--- config.mk ---
export PLATFORM = sky130hd
export DESIGN_NAME = i2c_rstart_gen
export DESIGN_NICKNAME = d
export VERILOG_FILES = /design/src/rtl/rstart_pkg.sv /design/src/rtl/rstart_sync.sv /design/src/rtl/rstart_brg.sv /design/src/rtl/rstart_fsm.sv /design/src/rtl/i2c_rstart_gen.sv
export SDC_FILE = /design/constraint.sdc
export NUM_CORES = 1
export LEC_CHECK = 0
export BUFFER_PORTS_ARGS = -buffer_cell sky130_fd_sc_hd__buf_2
export CORE_MARGIN = 4
export CORE_UTILIZATION = 45
export DETAILED_ROUTE_END_ITERATION = 8
export MAX_ROUTING_LAYER = met4
export PLACE_DENSITY_LB_ADDON = 0.05
export SLEW_MARGIN = 20
export SYNTH_ARGS = -nofsm -noshare
export SYNTH_HDL_FRONTEND = slang
export SYNTH_SLANG_ARGS = --single-unit
--- constraint.sdc ---
create_clock -name clk -period 2.9 [get_ports clk]
set_input_delay 0.87 -clock clk [delete_from_list [all_inputs] [get_ports clk]]
set_output_delay 0.87 -clock clk [all_outputs]
set_load 0.005 [all_outputs]
--- src/rtl/rstart_pkg.sv ---
package rstart_pkg;

    parameter int RELOAD_W = 7;

    typedef enum logic [2:0] {
        ST_IDLE,
        ST_SDA_REL,
        ST_SCL_REL,
        ST_HOLD,
        ST_SDA_LOW
    } seq_state_t;

    typedef struct packed {
        logic sda;
        logic scl;
    } bus_pair_t;

    function automatic logic [RELOAD_W-1:0] eff_count(input logic [RELOAD_W-1:0] r);
        return (r == '0) ? RELOAD_W'(1) : r;
    endfunction

endpackage

--- src/rtl/rstart_sync.sv ---
module rstart_sync #(
    parameter int NLINES = 2,
    parameter int STAGES = 2
) (
    input  logic              clk,
    input  logic              rst,
    input  logic [NLINES-1:0] d,
    output logic [NLINES-1:0] q
);
    for (genvar i = 0; i < NLINES; i++) begin : g_line
        logic [STAGES-1:0] sh;
        always_ff @(posedge clk) begin
            if (rst) sh <= '1;
            else     sh <= {sh[STAGES-2:0], d[i]};
        end
        assign q[i] = sh[STAGES-1];
    end
endmodule

--- src/rtl/rstart_brg.sv ---
module rstart_brg
    import rstart_pkg::*;
(
    input  logic                clk,
    input  logic                rst,
    input  logic                load,
    input  logic [RELOAD_W-1:0] reload,
    output logic                expired
);
    logic [RELOAD_W-1:0] cnt;

    always_ff @(posedge clk) begin
        if (rst)              cnt <= '0;
        else if (load)        cnt <= eff_count(reload);
        else if (cnt != '0)   cnt <= cnt - 1'b1;
    end

    assign expired = (cnt == RELOAD_W'(1));

    // the count never stalls above zero without a reload
    p_cnt_moves_r5: assert property (@(posedge clk) disable iff (rst)
        (!load && cnt != '0) |=> (cnt != $past(cnt)));
endmodule

--- src/rtl/rstart_fsm.sv ---
module rstart_fsm
    import rstart_pkg::*;
(
    input  logic      clk,
    input  logic      rst,
    input  logic      start_req,
    input  logic      clr_coll,
    input  logic      clr_done,
    input  bus_pair_t lines_s,
    input  logic      expired,
    output logic      load,
    output bus_pair_t drive,
    output logic      busy,
    output logic      coll_flag,
    output logic      done_flag
);
    seq_state_t state, state_nx;
    logic park_low;
    logic scl_prev;
    logic scl_rise;
    logic set_coll, set_done;

    assign scl_rise = lines_s.scl && !scl_prev;

    always_comb begin
        state_nx = state;
        load     = 1'b0;
        set_coll = 1'b0;
        set_done = 1'b0;
        unique case (state)
            ST_IDLE: begin
                if (start_req && !coll_flag) begin
                    state_nx = ST_SDA_REL;
                    load     = 1'b1;
                end
            end
            ST_SDA_REL: begin
                if (expired) state_nx = ST_SCL_REL;
            end
            ST_SCL_REL: begin
                if (scl_rise) begin
                    if (!lines_s.sda) begin
                        set_coll = 1'b1;
                        state_nx = ST_IDLE;
                    end else begin
                        load     = 1'b1;
                        state_nx = ST_HOLD;
                    end
                end
            end
            ST_HOLD: begin
                if (!lines_s.scl) begin
                    set_coll = 1'b1;
                    state_nx = ST_IDLE;
                end else if (expired) begin
                    load     = 1'b1;
                    state_nx = ST_SDA_LOW;
                end
            end
            ST_SDA_LOW: begin
                if (expired) begin
                    set_done = 1'b1;
                    state_nx = ST_IDLE;
                end
            end
            default: state_nx = ST_IDLE;
        endcase
    end

    always_ff @(posedge clk) begin
        if (rst) begin
            state     <= ST_IDLE;
            park_low  <= 1'b0;
            scl_prev  <= 1'b1;
            coll_flag <= 1'b0;
            done_flag <= 1'b0;
        end else begin
            state    <= state_nx;
            scl_prev <= lines_s.scl;
            if (set_done)      park_low <= 1'b1;
            else if (set_coll) park_low <= 1'b0;
            if (set_coll)      coll_flag <= 1'b1;
            else if (clr_coll) coll_flag <= 1'b0;
            if (set_done)      done_flag <= 1'b1;
            else if (clr_done) done_flag <= 1'b0;
        end
    end

    always_comb begin
        unique case (state)
            ST_SDA_REL: drive = '{sda: 1'b0, scl: 1'b1};
            ST_SCL_REL: drive = '{sda: 1'b0, scl: 1'b0};
            ST_HOLD:    drive = '{sda: 1'b0, scl: 1'b0};
            ST_SDA_LOW: drive = '{sda: 1'b1, scl: 1'b0};
            default:    drive = '{sda: park_low, scl: park_low};
        endcase
    end

    assign busy = (state != ST_IDLE);

    // a new collision leaves both lines released and the sequencer idle
    p_coll_release_r8: assert property (@(posedge clk) disable iff (rst)
        $rose(coll_flag) |-> (!drive.sda && !drive.scl && !busy));
    // completion leaves both lines pulled low
    p_done_parks_r7: assert property (@(posedge clk) disable iff (rst)
        $rose(done_flag) |-> (drive.sda && drive.scl && !busy));
    // during a sequence the block never holds both lines at once
    p_single_pull_r7: assert property (@(posedge clk) disable iff (rst)
        busy |-> !(drive.sda && drive.scl));
    // SCL low while both lines are released in the hold interval is a collision
    p_hold_scl_r5: assert property (@(posedge clk) disable iff (rst)
        (state == ST_HOLD && !lines_s.scl) |=> coll_flag);
    // flags stay set until cleared
    p_coll_sticky_r9: assert property (@(posedge clk) disable iff (rst)
        (coll_flag && !clr_coll) |=> coll_flag);
    p_done_sticky_r9: assert property (@(posedge clk) disable iff (rst)
        (done_flag && !clr_done) |=> done_flag);
    // a request is not taken while the collision flag is set
    p_no_start_coll_r10: assert property (@(posedge clk) disable iff (rst)
        (coll_flag && !busy) |=> !busy);
endmodule

--- src/rtl/i2c_rstart_gen.sv ---
module i2c_rstart_gen
    import rstart_pkg::*;
#(
    parameter int SYNC_STAGES = 2
) (
    input  logic                clk,
    input  logic                rst,
    input  logic                start_req,
    input  logic [RELOAD_W-1:0] reload_val,
    input  logic                sda_in,
    input  logic                scl_in,
    input  logic                clr_coll,
    input  logic                clr_done,
    output logic                sda_pull,
    output logic                scl_pull,
    output logic                busy,
    output logic                coll_flag,
    output logic                done_flag
);
    logic [1:0] lines_raw, lines_q;
    bus_pair_t  lines_s, drive;
    logic       load, expired;

    assign lines_raw = {sda_in, scl_in};

    rstart_sync #(.NLINES(2), .STAGES(SYNC_STAGES)) u_sync (
        .clk(clk), .rst(rst), .d(lines_raw), .q(lines_q)
    );

    assign lines_s = bus_pair_t'(lines_q);

    rstart_brg u_brg (
        .clk(clk), .rst(rst), .load(load), .reload(reload_val), .expired(expired)
    );

    rstart_fsm u_fsm (
        .clk(clk), .rst(rst), .start_req(start_req),
        .clr_coll(clr_coll), .clr_done(clr_done),
        .lines_s(lines_s), .expired(expired), .load(load),
        .drive(drive), .busy(busy),
        .coll_flag(coll_flag), .done_flag(done_flag)
    );

    assign sda_pull = drive.sda;
    assign scl_pull = drive.scl;
endmodule

======== Yosys cells after proc, flatten, opt, wreduce, memory -nomap -nowiden ========
Cells that the tools add are included.
storage, ports and cells
  memory bits (writable) .................. 0
  memories ................................ 0
  register bits after elaboration ......... 18
  logic and storage cells ................. 62
  memory bits (read-only) ................. 0
  latch bits .............................. 0
operators by class
  mux-type cells .......................... 29
  magnitude comparators ................... 0
  reductions and logical operators ........ 14
  eq/ne operators ......................... 10
  multipliers ............................. 0
  bitwise logic cells ..................... 0
  shift operators ......................... 0
  add/sub/neg operators ................... 1
  divide/modulo/power cells ............... 0
operators with widths
  cell                                                                   count
  7-bit two-way mux                                                      3
  3-bit two-way mux                                                      6
  1-bit two-way mux                                                      15
  3-bit case mux with 5 select lines                                     1
  2-bit nonzero test                                                     4
  7-bit by 1-bit equality test with 1-bit output, second input constant  1
  7-bit zero test                                                        1
  7-bit nonzero test                                                     1
  7-bit by 1-bit subtractor with 7-bit output, second input constant     1
  3-bit by 2-bit equality test with 1-bit output, second input constant  2
  2-bit case mux with 3 select lines                                     1
  5-bit AND reduction                                                    1
  2-bit by 1-bit != test with 1-bit output, second input constant        2
  2-bit != test, second input constant                                   2
  3-bit by 1-bit equality test with 1-bit output, second input constant  1
  3-bit equality test, second input constant                             1
  3-bit zero test                                                        1
  3-bit != test, second input constant                                   1
  1-bit case mux with 3 select lines                                     1
  3-bit nonzero test                                                     1
  1-bit logical AND                                                      2
  1-bit zero test                                                        2
  2-bit two-way mux                                                      1
  1-bit case mux with 2 select lines                                     1
  2-bit OR reduction                                                     1

======== Logic depth before layout (Yosys ltp) ========
  depth in word-level cells ............... 6
  mapped depth ............................ 7

======== Modules after synthesis ========
Synthesis repeated with hierarchy kept, for this count alone.
unflattened totals
  cells, all modules ...................... 108
  area total of the unflattened synthesis .. 957.2 um2
modules (own cells, without submodules)
  module       cells each  area each (um2)  instances
  rstart_brg   51          431.7            1
  rstart_fsm   47          405.4            1
  rstart_sync  10          120.1            1

======== Worst setup path before layout ========
No wires, ideal clock.
  path kind ............................... input to register
  from .................................... input port start_req
  to ...................................... register u_brg.cnt[0]
  arrival time ............................ 2.038 ns
  required time ........................... 2.767 ns
  cell stages on the path ................. 4
  setup slack ............................. 0.729 ns
  buffers on the path ..................... 0
  path through ............................ or3b_1 a2111o_1 a221oi_1 a311oi_2
between the ends
  longest elaborated chain between the ends .. 4
ends and longest elaborated chain
  what                                                            line                 source
  start, declared                                                 i2c_rstart_gen.sv:8  input logic start_req,
  1-bit logical AND *                                             rstart_fsm.sv:32     if (start_req && !coll_flag) begin
  1-bit two-way mux *                                             rstart_fsm.sv:32
  1-bit case mux with 3 select lines *                            rstart_fsm.sv:30     unique case (state)
  7-bit two-way mux / 2-bit nonzero test (equally long branches)  n/a
  end signal, assigned                                            rstart_brg.sv:14     else if (load) cnt <= eff_count(reload);
  end signal, assigned                                            rstart_brg.sv:15     else if (cnt != '0) cnt <= cnt - 1'b1;
  end, declared                                                   rstart_brg.sv:10     logic [RELOAD_W-1:0] cnt;
Every way passes the cells marked *; elsewhere a longest branch is shown, timed or not.
A chain may end at the register's enable or synchronous reset.

======== Final worst setup path ========
  from .................................... register u_fsm.state[2]
  to ...................................... output port scl_pull
between the ends
  longest elaborated chain between the ends .. 3
ends and longest elaborated chain
  what                                            line                  source
  start, declared                                 rstart_fsm.sv:17      seq_state_t state, state_nx;
  start signal, assigned                          rstart_fsm.sv:78      state <= state_nx;
  3-bit by 2-bit equality test with 1-bit output  rstart_fsm.sv:90      unique case (state)
  2-bit OR reduction (no source line)             n/a
  2-bit case mux with 3 select lines *            rstart_fsm.sv:90
  end, declared                                   i2c_rstart_gen.sv:15  output logic scl_pull,
Marked as above.

==> results.toml <==
[global_route]
grt_max_degree = 16
grtUsageTotal_pct = 13.8
grt_first_pass_wirelength_mm = 3.42
antenna_found_initial = 0
grt_pass1_vias = 786
overflow = 0

[pwr]
power.share.clock_pct = 17.8
seqPwrFrac_pct = 40.6
p_comb_share_pct = 41.5
power.leakage_nw = 0.493
peakVddDrop_mv = 0.478
pwr_density_cell_mw_per_mm2 = 778
p_sw_share_pct = 37.3
p_sw_uw = 329
p_int_uw = 554

[routing]
num_vias = 859
drc = 0
first_pass_iters = 4
ant_nets = 0
wire_per_inst_um = 12.6
wirelength_mm = 2.00
vias_per_cell = 5.44
drtIter0Drc = 14

[placement]
dp_hpwl_mm = 1.50
port_buffers = 18
gp_congestion = 0.834
placed_cell_area_mm2 = 0.00110

[cells_and_area]
antenna_cells = 0
drive_gt1_share_pct = 26.7
seq_area_um2 = 360
multi_input_area_um2 = 603
fin_area_mm2 = 0.00113
fillers = 203
nets = 148
syn_to_final_growth_pct = 12.5

[clock_network]
cts-root-buf = "clkbuf_4"
numCtsBuffers = 3
clkTransAtPathRegs_ps = 110
cts_setup_buffers = 0
clock_sinks = 18
hold_buffers = 0
cts_tree = "built"
cts-resized-gates = 0
clk_latency_ps = 290
htree_levels = 1
cts_buffer_depth = 2

[sta]
final.period_utilization_pct = 80.9
slew_viol_final = 0
min_period_ps = 2340
grt_setup_unrepaired = "false"
clock_skew_ps = 1.58
final.setup.tns_ps = 0
finalHoldViolCount = 0
max_freq_ghz = 0.426
slew_headroom_pct = 63.1
finalSetupViolCount = 0
tightest_slew_ps = 539

[floorplan]
initial_utilization_pct = 49.4
num_rows = 16
dieHeight_um = 55.3
die_w_um = 55.3
die_area_mm2 = 0.00306
ios = 19
design.core.area_mm2 = 0.00204

[logic_synthesis]
ys_seq_elements = 18
async_flop_share_pct = 0
yosys_warnings = 0
syn_area_mm2 = 0.00101
synth_enable_flop_cells = 0
synth_nets = 131
synth_cells = 115
ys_types = 44
ys_seq_area_share_pct = 35.7
syn_area_per_cell_um2 = 8.77
synth_top_area_cell = "dfxtp_1"
synth_top_area_share_pct = 35.7
ys.flop_type = "dfxtp_1"
yosys-top-cells-area = "dfxtp_1 36%, nand2_1 5.2%, a21oi_1 5.0%"

[flow_run]
max_cap_violations = 0

[worst_setup_path]
max_stage_delay_ps = 520
crit_path_start_kind = "register"
path_cells = "nor3b_2, nor3_1, buf_2"
arrival_ps = 1480
crit_path_max_fanout = 10
cp_data_required_time_ps = 2030
cp_slowest_cell = "dfxtp_1"
critical-path-top-delay-family = "flip-flops"
path_class = "reg -> out"
endpoint_kind = "primary output"
crit_buf_inv = 1

[run_status]
status = "completed"

[worst_hold_path]
hp-class = "reg -> reg"
## area by class of cell
type,instances,area share (%)
multi-input cells,88,53.1
flip-flops and latches,18,31.8
repair buffers,18,7.94
clock buffers,4,3.20
well taps,27,2.98
inverters,3,0.992
## path summary, 6_finish.rpt
kind                                       endpoint  slack (ps)                              start  cells after the start
setup / recovery                           scl_pull         560        u_fsm.state[2]$_SDFFE_PP0P_                      3
hold / removal    u_sync.g_line[0].sh[1]$_SDFF_PP1_         420  u_sync.g_line[0].sh[0]$_SDFF_PP1_                      1
setup reg to reg          u_brg.cnt[0]$_SDFFE_PP0P_         780          u_brg.cnt[0]$_SDFFE_PP0P_                      5
hold reg to reg   u_sync.g_line[0].sh[1]$_SDFF_PP1_         420  u_sync.g_line[0].sh[0]$_SDFF_PP1_                      1
## power by group through the flow
stage | Sequential (mW) | Clock [mW] | Combinational [mW]
floorplan | 0.340 | 0 | 0.316
global placement | 0.361 | 0 | 0.362
detailed placement | 0.363 | 0 | 0.365
CTS | 0.358 | 0.159 | 0.371
global route | 0.366 | 0.168 | 0.420
finish | 0.359 | 0.158 | 0.366
## sequential cells by signal, summed over array words and instances, names as in the netlist
register          cells
u_brg.cnt             7
u_fsm.coll_flag       1
u_fsm.done_flag       1
u_fsm.park_low        1
u_fsm.scl_prev        1
u_fsm.state           3
u_sync.g_line.sh      4
## per-stage QoR
stage	hold WS, ps	std cells	setup WS [ps]	util [%]	power [mW]
6_report	423	158	555	55.6	0.883
5_1_grt	437	158	439	55.6	0.953
4_1_cts	426	158	554	55.6	0.888
3_5_place_dp	397	154	377	53.8	0.728
3_3_place_gp	394	154	417	53.8	0.723
2_1_floorplan	389	115	729	-	0.655
## synth_stat cells (2+ instances only)
cell	n
mux2i_1	3
buf_2	2
nand2b_1	2
or2_2	5
dfxtp_1	18
nor2_1	6
or3_1	2
nor4b_1	2
a41o_1	3
a21oi_1	10
xor2_1	2
nor3b_1	2
nand3_1	3
xnor2_1	3
nand2_1	14
clkbuf_1	2
nor3_1	3
nor2b_1	4
ha_1	2
inv_1	3
## routing by layer
layer / track usage [%] / wire length (um) / part of all wire, %
met4: 5.21 / 19 / 0.95
met3: 2.33 / 111 / 5.6
met5: - / 0 / 0
met2: 19.3 / 842 / 42
met1: 19.6 / 1030 / 51
## placed cells by master, fill, tap and decap left out, types with 2 or more instances in the layout
cell type,instances
nor3b_1,2
dfxtp_1,18
clkbuf_4,3
nand2b_1,2
nor3_1,3
a41o_1,3
xnor2_1,3
or3_1,2
xor2_1,2
nand3_1,3
nor2b_1,4
mux2i_1,3
nor4b_1,2
ha_1,2
inv_1,3
nand2_1,14
buf_2,18
or2_2,5
a21oi_1,10
nor2_1,6
## logic make-up after synthesis
family / count (synthesis) / share of synthesized area (%)
and+or+nand+nor: 52 / 29.2
AOI/OAI and AO/OA: 24 / 18.7
DFF: 18 / 35.7
buffers and inverters: 9 / 4.47
xor gates and xnor gates: 5 / 4.34
muxes: 4 / 4.09
adders and majority gates: 3 / 3.47
## worst register-to-register path, cell delays in order (launching register included)
cell and delay, ps:
dfxtp_1 440, ha_1 170, nor4b_1 390, nand3_1 460, a221oi_1 460, a311oi_2 80
No activity file was read; power rests on OpenSTA's default activity.
